===== src/rtl/oneshot_pkg.sv =====
// Shared types for the dual-input one-shot.
// Assumes the three control lines are bundled as one packed struct.
package oneshot_pkg;
    // Bit order is used by the synchroniser vector: [2]=fall, [1]=rise, [0]=clear.
    typedef struct packed {
        logic fall_trig;
        logic rise_trig;
        logic clr_n;
    } ctrl_lines_t;

    localparam int CTRL_W = $bits(ctrl_lines_t);
endpackage


===== src/rtl/oneshot_sync.sv =====
// Multi-bit synchroniser with a one-sample history register.
// Each bit passes through STAGES flops; prev_o holds the previous synced sample.
// valid_o rises once the chain and the history hold real samples taken after reset.
// Assumes STAGES >= 2 and that bits are independent (no bus coherency needed).
module oneshot_sync #(
    parameter int N      = 3,
    parameter int STAGES = 2
) (
    input  logic         clk,
    input  logic         rst_n,
    input  logic [N-1:0] din,
    output logic [N-1:0] cur_o,
    output logic [N-1:0] prev_o,
    output logic         valid_o
);
    localparam int VC_MAX = STAGES + 1;
    localparam int VC_W   = $clog2(VC_MAX + 1);

    logic [VC_W-1:0] vcnt_q;

    for (genvar i = 0; i < N; i++) begin : g_bit
        logic [STAGES-1:0] chain_q;
        // Shift the raw input through the synchroniser chain.
        always_ff @(posedge clk) begin
            if (!rst_n) chain_q <= '0;
            else        chain_q <= {chain_q[STAGES-2:0], din[i]};
        end
        assign cur_o[i] = chain_q[STAGES-1];
    end

    // Keep the previous synced sample for edge detection.
    always_ff @(posedge clk) begin
        if (!rst_n) prev_o <= '0;
        else        prev_o <= cur_o;
    end

    // Count clocks since reset until the whole pipeline holds real samples.
    always_ff @(posedge clk) begin
        if (!rst_n)                         vcnt_q <= '0;
        else if (vcnt_q != VC_W'(VC_MAX))   vcnt_q <= vcnt_q + 1'b1;
    end

    assign valid_o = (vcnt_q == VC_W'(VC_MAX));
endmodule


===== src/rtl/oneshot_trigger.sv =====
// Trigger qualification and arming flag.
// Decides in each cycle whether a pulse starts, from the synced lines and their
// previous samples. It covers the falling trigger gated by the rise line, the
// rising trigger gated by the fall line, and the clear release gated by the
// arming flag. Assumes busy_i is high for every cycle of a running pulse.
module oneshot_trigger
    import oneshot_pkg::*;
(
    input  logic        clk,
    input  logic        rst_n,
    input  logic        valid_i,
    input  ctrl_lines_t cur_i,
    input  ctrl_lines_t prev_i,
    input  logic        busy_i,
    output logic        fire_o
);
    logic arm_q;
    logic fall_hit, rise_hit, clr_hit;
    logic arm_set;

    // Qualify each trigger source against the levels of the others.
    always_comb begin
        fall_hit = prev_i.fall_trig & ~cur_i.fall_trig & cur_i.rise_trig & cur_i.clr_n;
        rise_hit = ~prev_i.rise_trig & cur_i.rise_trig & ~cur_i.fall_trig & cur_i.clr_n;
        clr_hit  = ~prev_i.clr_n & cur_i.clr_n & ~cur_i.fall_trig & cur_i.rise_trig & arm_q;
        fire_o   = valid_i & ~busy_i & (fall_hit | rise_hit | clr_hit);
        arm_set  = cur_i.clr_n & (cur_i.fall_trig | ~cur_i.rise_trig);
    end

    // Arming flag: cleared by a start, set by an idle level under released clear.
    always_ff @(posedge clk) begin
        if (!rst_n)          arm_q <= 1'b0;
        else if (valid_i) begin
            if (fire_o)       arm_q <= 1'b0;
            else if (arm_set) arm_q <= 1'b1;
        end
    end

    // a start leaves the flag cleared in the next cycle.
    assert_arm_clears_R10: assert property (@(posedge clk) disable iff (!rst_n)
        fire_o |=> !arm_q);

    // the flag keeps its value while clear is held low.
    assert_arm_hold_R10: assert property (@(posedge clk) disable iff (!rst_n)
        (valid_i && !cur_i.clr_n) |=> $stable(arm_q));
endmodule


===== src/rtl/oneshot_timer.sv =====
// Non-retriggerable pulse timer.
// Loads the cycle count on a start and counts down to the end of the pulse.
// A low clear level ends the pulse at once. A start is accepted only while idle,
// and that rule is enforced by the caller through the busy feedback.
module oneshot_timer #(
    parameter int WIDTH_W = 8
) (
    input  logic               clk,
    input  logic               rst_n,
    input  logic               clr_n_i,
    input  logic               fire_i,
    input  logic [WIDTH_W-1:0] width_i,
    output logic               pulse_o
);
    logic [WIDTH_W-1:0] cnt_q;
    logic [WIDTH_W-1:0] load_val;

    // A zero width still gives one cycle: the load value is the length minus one.
    always_comb begin
        load_val = (width_i == '0) ? '0 : width_i - 1'b1;
    end

    // Pulse state and remaining-cycle counter.
    always_ff @(posedge clk) begin
        if (!rst_n) begin
            pulse_o <= 1'b0;
            cnt_q   <= '0;
        end else if (!clr_n_i) begin
            pulse_o <= 1'b0;
            cnt_q   <= '0;
        end else if (fire_i) begin
            pulse_o <= 1'b1;
            cnt_q   <= load_val;
        end else if (pulse_o) begin
            if (cnt_q == '0) pulse_o <= 1'b0;
            else             cnt_q   <= cnt_q - 1'b1;
        end
    end

    // a low clear level leaves no pulse in the following cycle.
    assert_clear_ends_R8: assert property (@(posedge clk) disable iff (!rst_n)
        !clr_n_i |=> !pulse_o);

    // a running pulse only counts down; it is never reloaded.
    assert_no_reload_R7: assert property (@(posedge clk) disable iff (!rst_n)
        (pulse_o && clr_n_i && cnt_q != '0) |=> (pulse_o && cnt_q == $past(cnt_q) - 1'b1));

    // an exhausted count ends the pulse.
    assert_pulse_end_R6: assert property (@(posedge clk) disable iff (!rst_n)
        (pulse_o && cnt_q == '0) |=> !pulse_o);
endmodule


===== src/rtl/dual_trig_oneshot.sv =====
// Dual-input non-retriggerable pulse generator (top).
// Synchronises the two trigger lines and the clear, qualifies starts and
// times the pulse in clock cycles. Assumes width_i is synchronous to clk.
module dual_trig_oneshot
    import oneshot_pkg::*;
#(
    parameter int WIDTH_W     = 8,
    parameter int SYNC_STAGES = 2
) (
    input  logic               clk,
    input  logic               rst_n,
    input  logic               fall_trig_i,
    input  logic               rise_trig_i,
    input  logic               clr_n_i,
    input  logic [WIDTH_W-1:0] width_i,
    output logic               pulse_o,
    output logic               pulse_n_o
);
    ctrl_lines_t      raw_lines;
    logic [CTRL_W-1:0] cur_vec, prev_vec;
    ctrl_lines_t      cur_lines, prev_lines;
    logic             sync_valid;
    logic             fire;
    logic             pulse_q;

    // Bundle the raw control lines.
    always_comb begin
        raw_lines.fall_trig = fall_trig_i;
        raw_lines.rise_trig = rise_trig_i;
        raw_lines.clr_n     = clr_n_i;
    end

    oneshot_sync #(.N(CTRL_W), .STAGES(SYNC_STAGES)) u_sync (
        .clk     (clk),
        .rst_n   (rst_n),
        .din     (raw_lines),
        .cur_o   (cur_vec),
        .prev_o  (prev_vec),
        .valid_o (sync_valid)
    );

    assign cur_lines  = ctrl_lines_t'(cur_vec);
    assign prev_lines = ctrl_lines_t'(prev_vec);

    oneshot_trigger u_trig (
        .clk     (clk),
        .rst_n   (rst_n),
        .valid_i (sync_valid),
        .cur_i   (cur_lines),
        .prev_i  (prev_lines),
        .busy_i  (pulse_q),
        .fire_o  (fire)
    );

    oneshot_timer #(.WIDTH_W(WIDTH_W)) u_timer (
        .clk     (clk),
        .rst_n   (rst_n),
        .clr_n_i (cur_lines.clr_n),
        .fire_i  (fire),
        .width_i (width_i),
        .pulse_o (pulse_q)
    );

    assign pulse_o   = pulse_q;
    assign pulse_n_o = ~pulse_q;

    // an accepted start shows as a high output in the next cycle.
    assert_fire_starts_R3: assert property (@(posedge clk) disable iff (!rst_n)
        fire |=> pulse_o);

    // no start is accepted in a cycle where a pulse is already running.
    assert_no_retrigger_R7: assert property (@(posedge clk) disable iff (!rst_n)
        pulse_o |-> !fire);
endmodule


===== config.mk =====
export PLATFORM = sky130hd
export DESIGN_NAME = dual_trig_oneshot
export DESIGN_NICKNAME = d
export VERILOG_FILES = /design/src/rtl/oneshot_pkg.sv /design/src/rtl/oneshot_sync.sv /design/src/rtl/oneshot_trigger.sv /design/src/rtl/oneshot_timer.sv /design/src/rtl/dual_trig_oneshot.sv
export SDC_FILE = /design/constraint.sdc
export NUM_CORES = 1
export LEC_CHECK = 0
export ABC_CLOCK_PERIOD_IN_PS = 2900
export BUFFER_PORTS_ARGS = -buffer_cell sky130_fd_sc_hd__buf_2
export CAP_MARGIN = 20
export CORE_ASPECT_RATIO = 1.5
export CORE_UTILIZATION = 30
export DETAILED_ROUTE_END_ITERATION = 7
export HOLD_SLACK_MARGIN = 0.03
export PLACE_DENSITY = 0.47
export SYNTH_ARGS = -nofsm -noshare
export SYNTH_HDL_FRONTEND = slang
export SYNTH_SLANG_ARGS = --single-unit

===== constraint.sdc =====
create_clock -name clk -period 2.9 [get_ports clk]
set_clock_uncertainty 0.1 [all_clocks]
set_input_delay 0 -clock clk [delete_from_list [all_inputs] [get_ports clk]]
set_output_delay 0 -clock clk [all_outputs]
set_load 0.03 [all_outputs]

==> results.toml, run 1 <==
[pwr]
power_mw = 0.5552
ir_drop_uv = 305.0
seq_power_share_pct = 55.1
power_frac_comb_pct = 10.9
clkPwrFrac_pct = 34.1
power_density_nw_per_um2 = 418.2
intPower_mw = 0.4283
p_leak_nw = 0.4935
p_sw_mw = 0.1269
switching_share_pct = 22.85

[route]
drtIter0Drc = 12
antenna_left = 0
wl_mm = 2.438
post_drt_via_cell_ratio = 5.065
drt-pass1-iter-count = 4
routed-via-count = 942
detail_route.wl_per_cell_um = 13.11
drc = 0

[synth]
synth.distinct_cells = 42
synth-async-reset-ratio_pct = 0
ys.flop_type = "dfxtp_1"
synth-seq-area-share_pct = 38.84
synth_cells = 119
yosysTopAreaCellShare_pct = 38.84
synth_top_area_cell = "dfxtp_1"
syn_area_um2 = 1082
synthesis.nets = 137
ys_warn_count = 0
ys_ff_latch = 21
synth-edff-count = 0
synth_area_leaders = "dfxtp_1, ha_1, and2_1, xnor2_1, nor2_1"
avgSynthCellArea_um2 = 9.095

[die]
core-area_um2 = 3416
die_x_um = 51.04
dieArea_um2 = 3857
start_util_pct = 31.68
ios = 15
row_count = 26
die_h_um = 75.56

[clock_network]
clock_latency_ns = 0.26
clockBufferDepth = 2
htreeDepth = 1
cts_made_buffers = 3
cts_resized = 0
cts_setup_buffers = 0
cts_tree = "yes"
root_buffer = "clkbuf_8"
clkSinkCount = 21
cts-hold-fix-buffers = 8
clkTransAtPathRegs_ns = 0.07

[timing]
fmax_mhz = 504.9
finalMaxSlewViolations = 0
rsz0062_at_grt = "false"
timing.final.crit_share_pct = 68.29
slew-limit-headroom_pct = 66.23
whs_ns = 0.04899
worstMarginPinSlew_ns = 0.4995
fin_crit_ns = 1.980
report.final.setup_viol = 0
finalSetupTns_ns = 0
finalHoldViolCount = 0

[final_layout]
drive_gt1_share_pct = 20.14
instances_no_fill = 186
area_growth_pct = 22.66
utilization_pct = 38.86
nets = 163
nFillCells = 360
diodes = 0

[hold_path]
min_path_type = "in -> reg"

[critical_path]
crit_arrival_ns = 2.03
path_max_fanout = 4
crit_type = "in -> reg"
critPathCaptureType = "flop"
start_kind = "input port"
required_ns = 2.95

[global_route]
grt_max_degree = 13
grt_pass1_wl_mm = 4.091
overflow = 0
antenna_found_initial = 0
grt_usage_pct = 14.52
grt_pass1_vias = 990

[status]
status = "finished clean"

[placed_design]
port_buffers = 14
gp_congestion = 0.8042
dp.final_hpwl_mm = 1.843
place_inst = 174

[run]
drv_cap = 0
-- kinds of logic (layout without fill, tap and decap cells) --
kind of cell	count (synthesis)	count (layout)	synth area share (%)
simple gates	50	50	28.09
compound gates	23	23	15.61
flops	21	21	38.84
buf+inv	11	36	4.162
xor+xnor	7	7	5.665
fa+ha+maj	5	5	5.780
mux	2	2	1.850
-- Yosys cell counts, types with 3 or more instances --
cell	number
nor2_1	10
a21oi_1	5
inv_1	9
nor3_1	4
xnor2_1	5
a31oi_1	4
o21ai_0	3
nand2_1	5
and2_1	9
dfxtp_1	21
ha_1	5
or3_1	3
-- routing by layer --
| metal | global-route usage (%) | wire length (µm) |
|---|---|---|
| met2 | 27.78 | 1278 |
| met4 | 9.877 | 96 |
| met1 | 14.36 | 1002 |
| met3 | 1.796 | 61 |
| met5 | 0 | 0 |
-- layout by cell type, fill, tap and decap left out, drive strengths merged, types with 2 or more instances in the layout --
master,n
a2111oi,2
a211oi,3
a21oi,5
a31oi,4
and2,9
buf,15
clkbuf,3
dfxtp,21
dlygate4sd3,8
ha,5
inv,9
mux2i,2
nand2,6
nand2b,2
nand3,2
nor2,10
nor3,4
nor3b,2
nor4,3
o21ai,3
or3,3
or4,2
xnor2,5
xor2,2
-- worst paths after layout --
path                              startpoint  slack (ns)                    endpoint  cells past startpoint
setup / recovery                  width_i[5]        0.92            u_timer.cnt_q[0]                      7
hold / removal                    width_i[7]        0.05            u_timer.cnt_q[7]                      3
setup reg to reg             u_timer.pulse_o        0.97            u_timer.cnt_q[5]                      5
hold reg to reg   u_sync.g_bit[0].chain_q[0]        0.34  u_sync.g_bit[0].chain_q[1]                      1
-- registers in the layout (all words and copies together), names as in the netlist --
register and count:
u_sync.vcnt_q 2, u_sync.prev_o 3, u_sync.g_bit.chain_q 6, u_timer.pulse_o 1, u_trig.arm_q 1, u_timer.cnt_q 8
-- cell type report --
type	instances	area (µm²)	area share, %
Clock buffer	3	41.29	3.110
Inverter	9	33.78	2.545
Multi-Input combinational cell	87	616.8	46.47
Sequential cell	21	420.4	31.67
Tap cell	42	52.55	3.959
Clock inverter	1	5.005	0.3770
Timing Repair Buffer	23	157.7	11.88
-- power groups by stage --
stage               Combinational, mW  Clock (mW)  Sequential (mW)
floorplan                      0.0323           0            0.311
global placement               0.0492           0            0.312
detailed placement             0.0521           0            0.313
CTS                            0.0608       0.199            0.306
global route                   0.0678       0.209            0.307
finish                         0.0603       0.189            0.306
-- worst max-delay path: stages --
cell	delay, ns
dlygate4sd3_1	0.53
buf_2	0.13
or4_4	0.56
nor4b_1	0.46
o21ai_0	0.18
o21ai_0	0.11
nor2_1	0.05
-- through the flow --
stage	setup slack, ns	instance area [µm²]
floorplan	0.9147	1082
global placement	1.006	1201
detailed placement	0.9966	1201
CTS	0.9021	1328
global route	0.7317	1328
finish	0.9195	1328
(Power assumes the default switching activity.)
==> run 2, diff against run 1 <==
--- a/config.mk
+++ b/config.mk
@@ -5,14 +5,14 @@
 export SDC_FILE = /design/constraint.sdc
 export NUM_CORES = 1
 export LEC_CHECK = 0
-export ABC_CLOCK_PERIOD_IN_PS = 2900
+export ABC_CLOCK_PERIOD_IN_PS = 1800
 export BUFFER_PORTS_ARGS = -buffer_cell sky130_fd_sc_hd__buf_2
 export CAP_MARGIN = 20
 export CORE_ASPECT_RATIO = 1.5
 export CORE_UTILIZATION = 30
 export DETAILED_ROUTE_END_ITERATION = 7
 export HOLD_SLACK_MARGIN = 0.03
-export PLACE_DENSITY = 0.47
+export PLACE_DENSITY = 0.49
 export SYNTH_ARGS = -nofsm -noshare
 export SYNTH_HDL_FRONTEND = slang
 export SYNTH_SLANG_ARGS = --single-unit
==> constraint.sdc (replaced) <==
create_clock -name clk -period 1.8 [get_ports clk]
set_clock_uncertainty 0.1 [all_clocks]
set_input_delay 0 -clock clk [delete_from_list [all_inputs] [get_ports clk]]
set_output_delay 0 -clock clk [all_outputs]
set_load 0.03 [all_outputs]
==> run 2 against run 1 <==
- the flow now finishes with violations (setup timing)
- total power is 63% higher
- final cell count is 9.7% higher
- hold slack worse by 0.0020 ns
- register-to-register slack worse by 0.97 ns
- first-iteration DRC count is 8.3% higher
- clock power is 62% higher
- core utilization is 5.3 points higher
- non-clock buffer count is 18 higher
- combinational power is 77% higher
- via count is 9.0% higher
- sequential power is 61% higher
- routed wire length is 12% higher
- critical endpoint is now u_timer.cnt_q[7]
- largest power group unchanged
==> results.toml, run 2 (synthesized netlist as in run 1, its figures left out) <==
[status]
status = "complete, but fails checks"
violations = "setup timing"

[clock_network]
clkSinkCount = 21
htreeDepth = 1
clock_latency_ns = 0.26
cts_made_buffers = 3
clkTransAtPathRegs_ns = 0.07
clockBufferDepth = 2
cts_tree = "yes"
root_buffer = "clkbuf_8"

[die]
die_x_um = 51.04
row_count = 26
die_h_um = 75.56
dieArea_um2 = 3857
ios = 15
start_util_pct = 31.68
core-area_um2 = 3416

[final_layout]
final_cell_area_um2 = 1510
diodes = 0
drive_gt1_share_pct = 34.57
nets = 181
layout_common_cells = "buf_4, dfxtp_1, buf_2"
instances_no_fill = 204
largest_reg_flops = 8
final_common_cell = "buf_4"
nFillCells = 359
area_growth_pct = 39.54
top_register = "u_timer.cnt_q"
reg_top3 = "u_timer.cnt_q x8, u_sync.g_bit.chain_q x6, u_sync.prev_o x3"

[timing]
fin_crit_ns = 1.804
finalSetupTns_ns = -0.003981
setup_ws_ns = -0.003981
fmax_mhz = 554.3
report.final.setup_viol = 1
finalMaxSlewViolations = 0
whs_ns = 0.04699
worstMarginPinSlew_ns = 0.4128
finalHoldViolCount = 0
slew-limit-headroom_pct = 72.25
rsz0062_at_grt = "true"
timing.final.crit_share_pct = 100.2

[critical_path]
start_kind = "flop"
critPathCaptureType = "flop"
required_ns = 1.88
crit_arrival_ns = 1.89
crit_type = "reg -> reg"
path_max_fanout = 3

[global_route]
grt_max_degree = 12
overflow = 0
grt_pass1_vias = 1090
grt_usage_pct = 15.78
antenna_found_initial = 0
grt_pass1_wl_mm = 4.485

[pwr]
power_density_nw_per_um2 = 600.0
p_leak_nw = 0.5980
ir_drop_uv = 434.2

[run]
drv_cap = 0

[placed_design]
dp.final_hpwl_mm = 2.022
placed_area_um2 = 1295
place_inst = 186
port_buffers = 14
gp_congestion = 0.8826

[hold_path]
min_path_type = "in -> reg"

[route]
post_drt_via_cell_ratio = 5.034
wl_mm = 2.720
drtIter0Drc = 13
antenna_left = 0
routed-via-count = 1027
drt-pass1-iter-count = 3
drc = 0
detail_route.wl_per_cell_um = 13.33
run 2: changes by cell type in the layout (fill, tap and decap cells not counted), sizes merged:
cell,delta
buf,+18
clkbuf,+1
clkinv,-1
run 2: worst max-delay path, cell delays in order, from the launching register on:
cell,delay (ns)
dfxtp_2,0.33
or4b_4,0.55
or3b_4,0.40
xnor2_2,0.15
nor2_1,0.06
a211oi_2,0.13
run 2: final timing paths:
kind | from | endpoint | slack [ns] | depth (start not counted)
max | u_timer.cnt_q[0] | u_timer.cnt_q[7] | -0.004 | 5
min | width_i[7] | u_timer.cnt_q[7] | 0.05 | 3
max reg2reg | u_timer.cnt_q[0] | u_timer.cnt_q[7] | -0.004 | 5
min reg2reg | u_sync.g_bit[2].chain_q[0] | u_sync.g_bit[2].chain_q[1] | 0.34 | 1
run 2: layout make-up:
type                            instances  area [µm²]  area share (%)
Inverter                                9       33.78           2.237
Sequential cell                        21       430.4           28.50
Multi-Input combinational cell         87       655.6           43.41
Timing Repair Buffer                   41       292.8           19.39
Tap cell                               42       52.55           3.480
Clock buffer                            4       45.04           2.983
run 2: routing by layer:
layer | global-route usage [%] | part of all wire [%] | vias up
li1 | - | - | 512
met1 | 13.78 | 39 | 491
met2 | 33.48 | 57 | 18
met3 | 1.796 | 2.1 | 6
met4 | 8.642 | 2.2 | 0
met5 | 0 | 0 | -
run 2: where the power goes:
group / switching (mW) / internal [mW]
registers: 0.00977 / 0.484
logic: 0.0458 / 0.0613
clock network: 0.148 / 0.158
run 2: per-stage QoR:
stage                     total power [mW]  worst slack [ns]  utilization, %
after floorplan                     0.5516          0.001527               -
after global placement              0.5909          -0.02049           37.91
after detailed placement            0.5948          -0.01545           37.91
after CTS                           0.9214          -0.02396           41.87
after global routing                0.9606          -0.06301           44.21
final                               0.9061         -0.003981           44.21
run 2: what timing repair did:
| action | 4_1_cts | 5_1_grt |
|---|---|---|
| hold buffers | 8 | 0 |
| gates resized for setup | 2 | 10 |
| pin swaps | 6 | 10 |
| endpoints found under the hold margin | 12 | 0 |
| setup buffers | 1 | 5 |
| setup endpoints to repair | 2 | 6 |
==> run 3, diff against run 2 <==
--- a/config.mk
+++ b/config.mk
@@ -16,3 +16,4 @@
 export SYNTH_ARGS = -nofsm -noshare
 export SYNTH_HDL_FRONTEND = slang
 export SYNTH_SLANG_ARGS = --single-unit
+export TNS_END_PERCENT = 20
==> run 3 against run 2 <==
- the run still ends with setup timing left
- via count fell by 1.3%
- non-clock buffer count decreased by 2
- count of clock-buffer cells in the layout is the same
- sequential share of layout area grew 0.27 points
- combinational power about the same
- sequential cell count unchanged
- cell area decreased by 1.2%
- critical endpoint unchanged
==> results.toml, run 3 (synthesized netlist as in run 1, its figures left out) <==
[status]
status = "complete, but fails checks"
violations = "setup timing"

[timing]
rsz0062_at_grt = "true"
finalMaxSlewViolations = 0
setup_ws_ns = -0.01995
whs_ns = 0.04466
report.final.setup_viol = 1
finalHoldViolCount = 0
worstMarginPinSlew_ns = 0.4122
fmax_mhz = 549.5
slew-limit-headroom_pct = 72.29
timing.final.crit_share_pct = 101.1
fin_crit_ns = 1.820

[die]
dieArea_um2 = 3857
die_x_um = 51.04
ios = 15
die_h_um = 75.56
row_count = 26
start_util_pct = 31.68
core-area_um2 = 3416

[critical_path]
required_ns = 1.89
crit_arrival_ns = 1.91
start_kind = "flop"
rr_worst_depth = 5
path_max_fanout = 3
critPathCaptureType = "flop"
crit_type = "reg -> reg"

[pwr]
p_leak_nw = 0.5918
seq_power_share_pct = 54.3
clkPwrFrac_pct = 34.0
ir_drop_uv = 432.6
switching_share_pct = 22.62
power_density_nw_per_um2 = 607.0
power_frac_comb_pct = 11.7
intPower_mw = 0.7005
p_sw_mw = 0.2048

[route]
drt-pass1-iter-count = 4
detail_route.wl_per_cell_um = 13.51
antenna_left = 0
wl_mm = 2.730
routed-via-count = 1014
drtIter0Drc = 15
post_drt_via_cell_ratio = 5.020
drc = 0

[final_layout]
final_common_cell = "buf_4"
reg_top3 = "u_timer.cnt_q x8, u_sync.g_bit.chain_q x6, u_sync.prev_o x3"
top_register = "u_timer.cnt_q"
nets = 179
largest_reg_flops = 8
diodes = 0
drive_gt1_share_pct = 32.50
area_growth_pct = 37.80
layout_common_cells = "buf_4, dfxtp_1, buf_2"
final_cell_area_um2 = 1491

[global_route]
grt_pass1_vias = 1090
use_met2_pct = 33.48
grt_busiest_layer = "met2"
met1_usage_pct = 13.78
met3_usage_pct = 1.796
antenna_found_initial = 0
grt_usage_pct = 15.78
grt_max_degree = 12
grt_pass1_wl_mm = 4.485
overflow = 0

[hold_path]
min_path_cells = 3
min_path_type = "in -> reg"

[placed_design]
placed_area_um2 = 1295
dp.final_hpwl_mm = 2.022
port_buffers = 14
gp_congestion = 0.8826

[clock_network]
clock_latency_ns = 0.26
clkTransAtPathRegs_ns = 0.08
root_buffer = "clkbuf_8"
cts_made_buffers = 3
clockBufferDepth = 2
htreeDepth = 1
clkSinkCount = 21
cts_tree = "yes"

[run]
drv_cap = 0
==> run 3: layout make-up <==
type / instances / area (µm²)
multi-input cells: 87 / 653.1
clock buffers: 4 / 45.04
fillers: 358 / 1924
well taps: 42 / 52.55
repair buffers: 39 / 277.8
flip-flops and latches: 21 / 429.2
inverters: 9 / 33.78
==> run 3: repair_timing <==
| item | 4_1_cts | 5_1_grt |
|---|---|---|
| endpoints found under the setup margin | 2 | 6 |
| pin swaps | 6 | 6 |
| setup buffers | 1 | 3 |
| gates resized for setup | 2 | 8 |
| endpoints found under the hold margin | 12 | 0 |
| hold buffers | 8 | 0 |
==> run 3: worst max-delay path: stages (launching register included) <==
cell and delay (ns):
dfxtp_2 0.33, or4b_4 0.57, or3b_4 0.40, xnor2_2 0.15, nor2_1 0.06, a211oi_2 0.13
==> run 3: worst paths after layout <==
kind / endpoint / from / slack [ns]
setup / recovery: u_timer.cnt_q[7] / u_timer.cnt_q[0] / -0.02
hold / removal: u_timer.cnt_q[7] / width_i[7] / 0.04
setup reg to reg: u_timer.cnt_q[7] / u_timer.cnt_q[0] / -0.02
hold reg to reg: u_sync.g_bit[2].chain_q[1] / u_sync.g_bit[2].chain_q[0] / 0.34
==> run 3: power groups by stage <==
| stage | combinational [mW] | sequential (mW) | clock [mW] |
|---|---|---|---|
| floorplan | 0.0521 | 0.500 | 0 |
| global placement | 0.0902 | 0.501 | 0 |
| detailed placement | 0.0925 | 0.502 | 0 |
| CTS | 0.107 | 0.491 | 0.323 |
| global route | 0.120 | 0.495 | 0.343 |
| finish | 0.106 | 0.492 | 0.307 |
==> run 3: per-stage QoR <==
step                      power (mW)  instances  setup TNS (ns)  setup slack (ns)  utilization [%]
after floorplan               0.5516        119               0          0.001527                -
after global placement        0.5909        186        -0.02049          -0.02049            37.91
after detailed placement      0.5948        186        -0.01545          -0.01545            37.91
after CTS                     0.9214        199        -0.02396          -0.02396            41.87
after global routing          0.9575        202         -0.1657          -0.08242            43.66
final                         0.9054        202        -0.01995          -0.01995            43.66
==> run 3: metal layers <==
| layer | vias up | routed length [µm] |
|---|---|---|
| met5 | - | 0 |
| met2 | 18 | 1584 |
| met4 | 0 | 37 |
| met3 | 4 | 52 |
| met1 | 484 | 1056 |
| li1 | 508 | - |
